<file path="src/rtl/itm_pkg.sv">
package itm_pkg;

  localparam int unsigned BYTE_W = 8;
  localparam int unsigned SPAN_W = 33;

  typedef enum logic {
    WAVE_RATE   = 1'b0,
    WAVE_SQUARE = 1'b1
  } wave_e;

  typedef struct packed {
    logic [1:0] chan;
    logic [1:0] access;
    logic [2:0] mode;
    logic       fmt;
  } ctl_word_t;

  function automatic ctl_word_t split_ctl(input logic [BYTE_W-1:0] w);
    ctl_word_t c;
    c.chan   = w[7:6];
    c.access = w[5:4];
    c.mode   = w[3:1];
    c.fmt    = w[0];
    return c;
  endfunction

  function automatic wave_e wave_of(input logic [2:0] m);
    return (m[1:0] == 2'b11) ? WAVE_SQUARE : WAVE_RATE;
  endfunction

  // effective length of a count value: zero stands for the full range
  function automatic logic [SPAN_W-1:0] span_of(input logic [31:0] v,
                                                input int unsigned w);
    logic [SPAN_W-1:0] r;
    if (v == 32'd0) r = SPAN_W'(1) << w;
    else            r = {1'b0, v};
    return r;
  endfunction

  function automatic logic square_high(input logic [SPAN_W-1:0] cur,
                                       input logic [SPAN_W-1:0] per);
    return cur > (per >> 1);
  endfunction

endpackage

</file>
<file path="src/rtl/itm_cfg_decode.sv">
module itm_cfg_decode
  import itm_pkg::*;
#(
  parameter int unsigned CNT_W = 2 * BYTE_W
) (
  input  logic              clk,
  input  logic              rst_n,
  input  logic              wr_en,
  input  logic              sel_ctrl,
  input  logic [BYTE_W-1:0] wr_data,
  output logic              arm_o,
  output logic              commit_o,
  output wave_e             wave_o,
  output logic [CNT_W-1:0]  reload_o
);

  localparam int unsigned HALF_W = CNT_W / 2;

  ctl_word_t          cw;
  logic               ctl_wr;
  logic               dat_wr;
  logic               ptr_hi_q;
  wave_e              wave_q;
  logic [HALF_W-1:0]  lo_q;
  logic [HALF_W-1:0]  hi_q;

  assign cw     = split_ctl(wr_data);
  assign ctl_wr = wr_en && sel_ctrl;
  assign dat_wr = wr_en && !sel_ctrl;

  // accepted control word: channel 0 and not a latch command
  assign arm_o    = ctl_wr && (cw.chan == 2'b00) && (cw.access != 2'b00);
  assign commit_o = dat_wr && ptr_hi_q;

  always_ff @(posedge clk) begin
    if (!rst_n) begin
      ptr_hi_q <= 1'b0;
      wave_q   <= WAVE_RATE;
      lo_q     <= '0;
      hi_q     <= '0;
    end else if (arm_o) begin
      ptr_hi_q <= 1'b0;
      wave_q   <= wave_of(cw.mode);
    end else if (dat_wr) begin
      ptr_hi_q <= !ptr_hi_q;
      if (ptr_hi_q) hi_q <= HALF_W'(wr_data);
      else          lo_q <= HALF_W'(wr_data);
    end
  end

  assign wave_o   = wave_q;
  assign reload_o = {hi_q, lo_q};

  AST_FOREIGN_KEEP: assert property (@(posedge clk) disable iff (!rst_n)
    (ctl_wr && (wr_data[7:6] != 2'b00)) |=> ($stable(wave_q) && $stable(ptr_hi_q)))
    else $error("foreign control word changed channel state");

  AST_LATCH_KEEP: assert property (@(posedge clk) disable iff (!rst_n)
    (ctl_wr && (wr_data[7:4] == 4'b0000)) |=> ($stable(wave_q) && $stable(ptr_hi_q)))
    else $error("latch command changed channel state");

endmodule

</file>
<file path="src/rtl/itm_down_count.sv">
module itm_down_count
  import itm_pkg::*;
#(
  parameter int unsigned CNT_W = 16
) (
  input  logic             clk,
  input  logic             rst_n,
  input  logic             cnt_en,
  input  logic             arm,
  input  logic             commit,
  input  logic [CNT_W-1:0] reload_in,
  output logic [CNT_W-1:0] cnt_o,
  output logic [CNT_W-1:0] period_o,
  output logic             running_o,
  output logic             load_fire_o
);

  logic [CNT_W-1:0] cnt_q;
  logic [CNT_W-1:0] period_q;
  logic             running_q;
  logic             pend_q;
  logic             at_one;
  logic             step;

  assign at_one      = (cnt_q == CNT_W'(1));
  assign load_fire_o = cnt_en && pend_q && !arm;
  assign step        = cnt_en && running_q && !arm && !load_fire_o;

  always_ff @(posedge clk) begin
    if (!rst_n) begin
      cnt_q     <= '0;
      period_q  <= '0;
      running_q <= 1'b0;
      pend_q    <= 1'b0;
    end else if (arm) begin
      running_q <= 1'b0;
      pend_q    <= 1'b0;
    end else begin
      if (load_fire_o) begin
        cnt_q     <= reload_in;
        period_q  <= reload_in;
        running_q <= 1'b1;
      end else if (step) begin
        cnt_q <= at_one ? period_q : cnt_q - CNT_W'(1);
      end
      if (commit)           pend_q <= 1'b1;
      else if (load_fire_o) pend_q <= 1'b0;
    end
  end

  assign cnt_o     = cnt_q;
  assign period_o  = period_q;
  assign running_o = running_q;

  AST_LOAD_TAKES_RELOAD: assert property (@(posedge clk) disable iff (!rst_n)
    load_fire_o |=> (running_q && (cnt_q == $past(reload_in))))
    else $error("load did not take the reload value");

  AST_STEP_DOWN: assert property (@(posedge clk) disable iff (!rst_n)
    (step && !at_one) |=> (cnt_q == $past(cnt_q) - CNT_W'(1)))
    else $error("counter did not decrement by one");

  AST_NO_LOAD_WITH_COMMIT: assert property (@(posedge clk) disable iff (!rst_n)
    (commit && !pend_q && !arm) |=> (pend_q && $stable(running_q)))
    else $error("high-byte write loaded in its own cycle");

endmodule

</file>
<file path="src/rtl/itm_wave_gen.sv">
module itm_wave_gen
  import itm_pkg::*;
#(
  parameter int unsigned CNT_W = 16
) (
  input  logic             running,
  input  wave_e            wave,
  input  logic [CNT_W-1:0] cnt,
  input  logic [CNT_W-1:0] period,
  output logic             out_o
);

  logic [SPAN_W-1:0] cur_span;
  logic [SPAN_W-1:0] per_span;
  logic              rate_level;
  logic              square_level;

  assign cur_span     = span_of(32'(cnt), CNT_W);
  assign per_span     = span_of(32'(period), CNT_W);
  assign rate_level   = (cnt != CNT_W'(1));
  assign square_level = square_high(cur_span, per_span);

  always_comb begin
    if (!running)                out_o = 1'b1;
    else if (wave == WAVE_RATE)  out_o = rate_level;
    else                         out_o = square_level;
  end

endmodule

</file>
<file path="src/rtl/interval_timer_ch.sv">
module interval_timer_ch
  import itm_pkg::*;
#(
  parameter int unsigned CNT_W = 2 * BYTE_W
) (
  input  logic              clk,
  input  logic              rst_n,
  input  logic              wr_en,
  input  logic              sel_ctrl,
  input  logic [BYTE_W-1:0] wr_data,
  input  logic              cnt_en,
  output logic              wave_out
);

  logic             arm;
  logic             commit;
  wave_e            wave;
  logic [CNT_W-1:0] reload;
  logic [CNT_W-1:0] cnt;
  logic [CNT_W-1:0] period;
  logic             running;
  logic             load_fire;

  itm_cfg_decode #(.CNT_W(CNT_W)) u_dec (
    .clk      (clk),
    .rst_n    (rst_n),
    .wr_en    (wr_en),
    .sel_ctrl (sel_ctrl),
    .wr_data  (wr_data),
    .arm_o    (arm),
    .commit_o (commit),
    .wave_o   (wave),
    .reload_o (reload)
  );

  itm_down_count #(.CNT_W(CNT_W)) u_cnt (
    .clk         (clk),
    .rst_n       (rst_n),
    .cnt_en      (cnt_en),
    .arm         (arm),
    .commit      (commit),
    .reload_in   (reload),
    .cnt_o       (cnt),
    .period_o    (period),
    .running_o   (running),
    .load_fire_o (load_fire)
  );

  itm_wave_gen #(.CNT_W(CNT_W)) u_wave (
    .running (running),
    .wave    (wave),
    .cnt     (cnt),
    .period  (period),
    .out_o   (wave_out)
  );

  AST_ARM_FORCES_HIGH: assert property (@(posedge clk) disable iff (!rst_n)
    arm |=> wave_out)
    else $error("output not high after control word");

  AST_ARM_BEATS_ENABLE: assert property (@(posedge clk) disable iff (!rst_n)
    (arm && cnt_en) |=> (!running && $stable(cnt)))
    else $error("count advanced in a control-word cycle");

  AST_RATE_LOW_ONCE: assert property (@(posedge clk) disable iff (!rst_n)
    (running && (wave == WAVE_RATE) && !wave_out && cnt_en && !arm && !load_fire
     && (period != CNT_W'(1))) |=> wave_out)
    else $error("rate pulse longer than one enable");

endmodule

</file>
<file path="config.mk">
export PLATFORM = sky130hd
export DESIGN_NAME = interval_timer_ch
export DESIGN_NICKNAME = d
export VERILOG_FILES = /design/src/rtl/itm_pkg.sv /design/src/rtl/itm_cfg_decode.sv /design/src/rtl/itm_down_count.sv /design/src/rtl/itm_wave_gen.sv /design/src/rtl/interval_timer_ch.sv
export SDC_FILE = /design/constraint.sdc
export NUM_CORES = 1
export LEC_CHECK = 0
export BUFFER_PORTS_ARGS = -buffer_cell sky130_fd_sc_hd__buf_2
export CAP_MARGIN = 15
export CORE_ASPECT_RATIO = 1.75
export CORE_UTILIZATION = 40
export CTS_BUF_LIST = sky130_fd_sc_hd__clkbuf_4 sky130_fd_sc_hd__clkbuf_8
export DETAILED_ROUTE_END_ITERATION = 6
export PLACE_DENSITY = 0.66
export SETUP_SLACK_MARGIN = 0.15
export SLEW_MARGIN = 25
export SYNTH_ARGS = -nofsm -noshare
export SYNTH_HDL_FRONTEND = slang
export SYNTH_SLANG_ARGS = --single-unit
</file>
<file path="constraint.sdc">
create_clock -name clk -period 9.9 [get_ports clk]
set_clock_uncertainty 0.15 [all_clocks]
set_input_delay 2.475 -clock clk [delete_from_list [all_inputs] [get_ports clk]]
set_output_delay 2.475 -clock clk [all_outputs]
set_load 0.02 [all_outputs]
</file>
### Word level (Yosys, flattened, before mapping)

Cells that the tools add are included.

* bits in registers: 52
* bits in latches: 0
* bits in writable memories: 0
* memory bits (read-only): 0
* bits of input ports: 13
* output and inout port bits: 1
* logic and storage cells: 51
* memories: 0

* add/subtract/negate cells: 1
* multipliers: 0
* divide/modulo/power cells: 0
* magnitude comparators: 1
* equal/unequal tests: 3
* shift operators: 0
* muxes and demuxes: 10
* bitwise gates (word level): 3
* reductions and logical operators: 25

Operator list (number)
* 16-bit two-way mux: 3
* 17-bit two-way mux: 2
* 33-bit by 16-bit > comparator with 1-bit output: 1
* 16-bit logical NOT: 2
* 16-bit by 1-bit == test with 1-bit output, second input constant: 1
* 16-bit by 1-bit != test with 1-bit output, second input constant: 1
* 16-bit by 1-bit subtractor with 16-bit output, second input constant: 1
* 1-bit logical AND: 10
* 3-bit AND reduction: 2
* 2-bit nonzero test: 3
* 1-bit two-way mux: 5
* 1-bit logical NOT: 4
* 2-bit AND reduction: 2
* 1-bit NOT: 3
* 2-bit == test, second input constant: 1
* 2-bit logical NOT: 1
* 2-bit OR reduction: 1

### Logic depth before layout (Yosys ltp)

* word-level depth: 9
* depth in mapped cells: 11
* gate-level depth less buffers: 10

### By module

A second synthesis with hierarchy kept.

* cell total of the unflattened synthesis: 377
* area total of the unflattened synthesis: 3044.2 um^2

By module, submodules not included
* itm_down_count: instances 1, cells each 226, area an instance 1798.0 um^2, seq. area each 680.7 um^2
* itm_cfg_decode: instances 1, cells each 66, area an instance 700.7 um^2, seq. area each 360.3 um^2
* itm_wave_gen: instances 1, cells each 85, area an instance 545.5 um^2, seq. area each 0.0 um^2

### Worst setup path after synthesis

OpenSTA, ideal clock, no wires.

* path type: register to output
* start: reg u_cnt.cnt_q[2] (netlist: u_cnt.cnt_o[2])
* end: out wave_out
* arrival time: 2956 ps
* data required time: 7275 ps
* setup slack: 4319 ps
* stages on the path, launching flop included: 12
* path buffers: 1
* path through: dfxtp_1 buf_6 nor4_4 nand4_2 or4b_4 and2_2 ha_1 nand4_1 or3_1 o211ai_1 a211oi_1 a41oi_1

* cells in the longest elaborated chain, start to end: 5
* elaborated cells between the ends (all ways): 6
* those cells by class: order compare: 1; eq/ne: 1; mux: 3; reduce/logical: 1

RTL lines
* start, declared: RTL line itm_down_count.sv:18 `logic [CNT_W-1:0] cnt_q;`
* start signal, assigned: RTL line itm_down_count.sv:40 `cnt_q <= reload_in;`
* start signal, assigned: RTL line itm_down_count.sv:44 `cnt_q <= at_one ? period_q : cnt_q - CNT_W'(1);`
* 16-bit logical NOT: RTL line itm_pkg.sv:35 `if (v == 32'd0) r = SPAN_W'(1) << w;`
* 17-bit two-way mux: RTL line itm_pkg.sv:35
* 33-bit by 16-bit > comparator with 1-bit output: RTL line itm_pkg.sv:42 `return cur > (per >> 1);`
* 1-bit two-way mux *: RTL line itm_wave_gen.sv:25 `else if (wave == WAVE_RATE) out_o = rate_level;`
* 1-bit two-way mux *: RTL line itm_wave_gen.sv:24 `if (!running) out_o = 1'b1;`
* end, declared: RTL line interval_timer_ch.sv:12 `output logic wave_out`

Mark *: on every way between the ends. The rest lies on a longest branch, timed or not.

### Worst setup path after layout

Same ends and word-level chain as after synthesis.

==> metrics.md <==
| Metric | Value |
|---|---|
| Status | `finished, final reports clean` |
| Antenna viol nets, final | `0` |
| Synth Area in Compound Gates | `17.6%` |
| Core Area | `7280 µm²` |
| CTS sink cnt | `52` |
| Initial antenna violation count | `0` |
| Critical path startpoint | `u_cnt.cnt_o[2]$_SDFFE_PN0P_` |
| Syn. warnings | `0` |
| Initial DRC count | `100` |
| Fmax | `0.165 GHz` |
| Pre-antenna DRT Iters | `4` |
| # DRC | `0` |
| # diodes | `0` |
| PortBufs | `13` |
| Endpoint class of the critical path | `output pin` |
| Post-Route Utilization | `43.4%` |
| Period utilisation layout | `61.3%` |
| Reg-to-reg critical path startpoint | `u_cnt.cnt_o[0]$_SDFFE_PN0P_` |
| Req. time, crit path | `7.28 ns` |
| R2R setup slack | `7.33 ns` |
| Overflow after GRT | `0` |
| P_leak | `1.27 nW` |
| Register area share after synthesis | `34.1%` |
| Power Total | `0.409 mW` |
| Ys async rst share | `0%` |
| Hold-fix buffers at CTS | `0` |
| Row count | `41` |
| Worst Hold Margin | `0.329 ns` |
| Filler Cells Inserted | `751` |
| Ports | `14` |
| Worst hold path class | `reg -> reg` |
| Final setup vio count | `0` |
| Post-Syn Nets | `407` |
| Max Slew Vio Count | `0` |
| Pwr/cell area | `129 nW/µm²` |
| P&R area growth vs syn | `3.65%` |
| CTS tree | `done` |
| CTS Buf Count | `5` |
| Post-synthesis xor/xnor area fraction | `3.16%` |
| CTS-repair resized insts | `0` |
| Critical-path cell list | `nor4_4, nand4_2, or4b_4, and2_2, ha_1, nand4_1, or3_1, o211ai_1, a211oi_1, a41oi_1, buf_2` |
| FF-to-FF path depth | `6` |
| DR vias/cell | `5.74` |
| Post-layout min period | `6.07 ns` |
| Primary FF master, synth | `dfxtp_1` |
| Dpl hpwl | `5860 µm` |
| DR vias | `2570` |
| Worst-Margin Slew | `0.962 ns` |
| Post-synth cell types | `57` |
| CTS H-tree lvls | `2` |
| Initial Util | `41.9%` |
| Worst Setup EP | `wave_out` |
| Avg Cell Area, Syn | `8.14 µm²` |
| Clock transition at path regs | `0.10 ns` |
| WP data arrival | `3.44 ns` |
| WS Path Type | `reg -> out` |
| Worst-skew pair later-pin latency | `0.31 ns` |
| Share of cells above drive strength 1 | `9.94%` |
| Mux cell area share after synthesis | `6.23%` |
| Largest family of logic cells by synthesized area | `simple AND/OR/NAND/NOR gates` |
| Worst path slowest cell | `or4b_4` |
| EDFF count, synth | `0` |
| Root buffer cell | `clkbuf_8` |
| Max_slew headroom | `35.9%` |
| Setup TNS | `0 ns` |
| Nets | `393` |
| Largest net degree at the start of global routing | `37` |
| Worst VDD drop | `109 µV` |
| CTS max path bufs | `2` |
| Gr usage total | `20.1%` |
| Startpoint types | `flop` |
| Die height | `118 µm` |
| Die footprint | `8000 µm²` |
| Routability cong. | `0.920` |
| Max incr delay on CP | `0.57 ns` |
| DR WL/cell | `16.9 µm` |
| Vias in the first global route | `2406` |
| First-pass GRT wire length | `12000 µm` |
| Setup bufs post-CTS | `0` |
| Max-capacitance violation count | `0` |
| Yosys reg bits | `52` |
| Adder-Cell Fraction of Synth Area | `7.79%` |
| Worst R2R End | `u_cnt.cnt_o[12]$_SDFFE_PN0P_` |
| Netlist Area Pre-Place | `3050 µm²` |
| Syn Inst Count | `375` |
| RSZ-0062 raised after global routing | `false` |
| Die Span X | `68.0 µm` |
| Final WL | `7580 µm` |
| Final Hold Viols | `0` |
| Simple-gate share of the synthesized area | `23.2%` |
| Critical Path Fanout Max | `8` |
-- cell usage after synthesis, types with 5 or more instances --
| cell type | instances | share of area (%) |
|---|---|---|
| clkbuf_1 | 30 | 3.7 |
| dfxtp_1 | 52 | 34 |
| nor2_1 | 41 | 5.0 |
| a31oi_1 | 5 | 1.0 |
| ha_1 | 19 | 7.8 |
| nor4_1 | 7 | 1.4 |
| o32ai_1 | 6 | 1.7 |
| inv_1 | 18 | 2.2 |
| nand4_1 | 5 | 1.0 |
| mux2i_1 | 19 | 6.2 |
| o21ai_0 | 7 | 1.1 |
| xor2_1 | 5 | 1.4 |
| xnor2_1 | 6 | 1.7 |
| nor3_1 | 7 | 1.1 |
| a21oi_1 | 30 | 4.9 |
| nand2_1 | 49 | 6.0 |
| o211ai_1 | 5 | 1.2 |
-- registers in the layout (all words and copies together) (netlist names) --
register / cells
u_dec.hi_q: 8
u_cnt.cnt_o: 16
u_cnt.period_o: 16
u_dec.wave_o: 1
u_dec.lo_q: 8
u_cnt.pend_q: 1
u_dec.ptr_hi_q: 1
u_cnt.running_o: 1
-- final cells by class --
type | count | area, µm² | area share [%]
well taps | 86 | 108 | 3.40
inverters | 18 | 67.6 | 2.14
clock buffers | 7 | 90.1 | 2.85
clock inverters | 1 | 7.51 | 0.237
multi-input cells | 269 | 1770 | 55.9
flip-flops and latches | 52 | 1040 | 32.9
repair buffers | 15 | 80.1 | 2.53
-- placed cells by master (no fill, tap or decap), types with 3 or more instances in the layout --
cell type / count
dfxtp_1: 52
nand2_1: 49
nor2_1: 41
a21oi_1: 30
mux2i_1: 19
ha_1: 19
inv_1: 18
buf_2: 13
nor4_1: 7
nor3_1: 7
o21ai_0: 7
xnor2_1: 6
o32ai_1: 6
clkbuf_8: 6
nand4_1: 5
o211ai_1: 5
xor2_1: 5
a31oi_1: 5
a21o_1: 4
nor3b_1: 4
a22oi_1: 4
nor4b_1: 3
o221ai_1: 3
nand2b_1: 3
o22ai_1: 3
-- worst max-delay path: cells and delay by family (launching register included) --
family / cells / cell delay [ns]
AO/OA/AOI/OAI: 3 / 0.40
buffers and inverters: 1 / 0.19
flip-flops: 1 / 0.42
AND/OR/NAND/NOR: 6 / 1.84
adder cells (fa/ha/maj): 1 / 0.27
-- cell families (layout without fill, tap and decap cells) --
family | count (synthesis) | in the layout
AO/OA/AOI/OAI | 81 | 81
buffers and inverters | 54 | 41
AND/OR/NAND/NOR | 139 | 139
adder cells (fa/ha/maj) | 19 | 19
XOR/XNOR | 11 | 11
flip-flops | 52 | 52
multiplexers | 19 | 19
-- through the flow --
step	setup slack [ns]	cell area (µm²)	instances
2_1_floorplan	4.32	3050	375
3_3_place_gp	4.21	3070	440
3_5_place_dp	4.13	3070	440
4_1_cts	3.76	3160	448
5_1_grt	3.58	3160	448
6_report	3.83	3160	448
-- report_power, final --
| group | total, mW | leakage (nW) | internal [mW] | switching [mW] |
|---|---|---|---|---|
| Clock | 0.131 | 0.0479 | 0.0597 | 0.0715 |
| Sequential | 0.219 | 0.420 | 0.213 | 0.00560 |
| Combinational | 0.0592 | 0.807 | 0.0268 | 0.0324 |
-- worst min-delay path by stage --
| stage | startpoint | endpoint | slack [ns] | cells past startpoint |
|---|---|---|---|---|
| 2_1_floorplan | u_dec.hi_q[2]$_SDFFE_PN0P_ | u_cnt.period_o[10]$_SDFFE_PN0P_ | 0.29 | 2 |
| 3_3_place_gp | u_dec.hi_q[2]$_SDFFE_PN0P_ | u_cnt.period_o[10]$_SDFFE_PN0P_ | 0.31 | 2 |
| 4_1_cts | u_cnt.period_o[12]$_SDFFE_PN0P_ | u_cnt.period_o[12]$_SDFFE_PN0P_ | 0.33 | 2 |
| 5_1_grt | u_cnt.period_o[12]$_SDFFE_PN0P_ | u_cnt.period_o[12]$_SDFFE_PN0P_ | 0.35 | 2 |
| 3_5_place_dp | u_dec.hi_q[2]$_SDFFE_PN0P_ | u_cnt.period_o[10]$_SDFFE_PN0P_ | 0.32 | 2 |
| 6_report | u_cnt.period_o[12]$_SDFFE_PN0P_ | u_cnt.period_o[12]$_SDFFE_PN0P_ | 0.33 | 2 |
-- routing by layer --
| metal | global-route usage (%) | part of all wire [%] |
|---|---|---|
| met1 | 22.2 | 39 |
| met5 | 0 | 0 |
| met3 | 2.52 | 3.9 |
| met2 | 36.1 | 53 |
| met4 | 8.98 | 3.6 |
(Power assumes the default switching activity.)
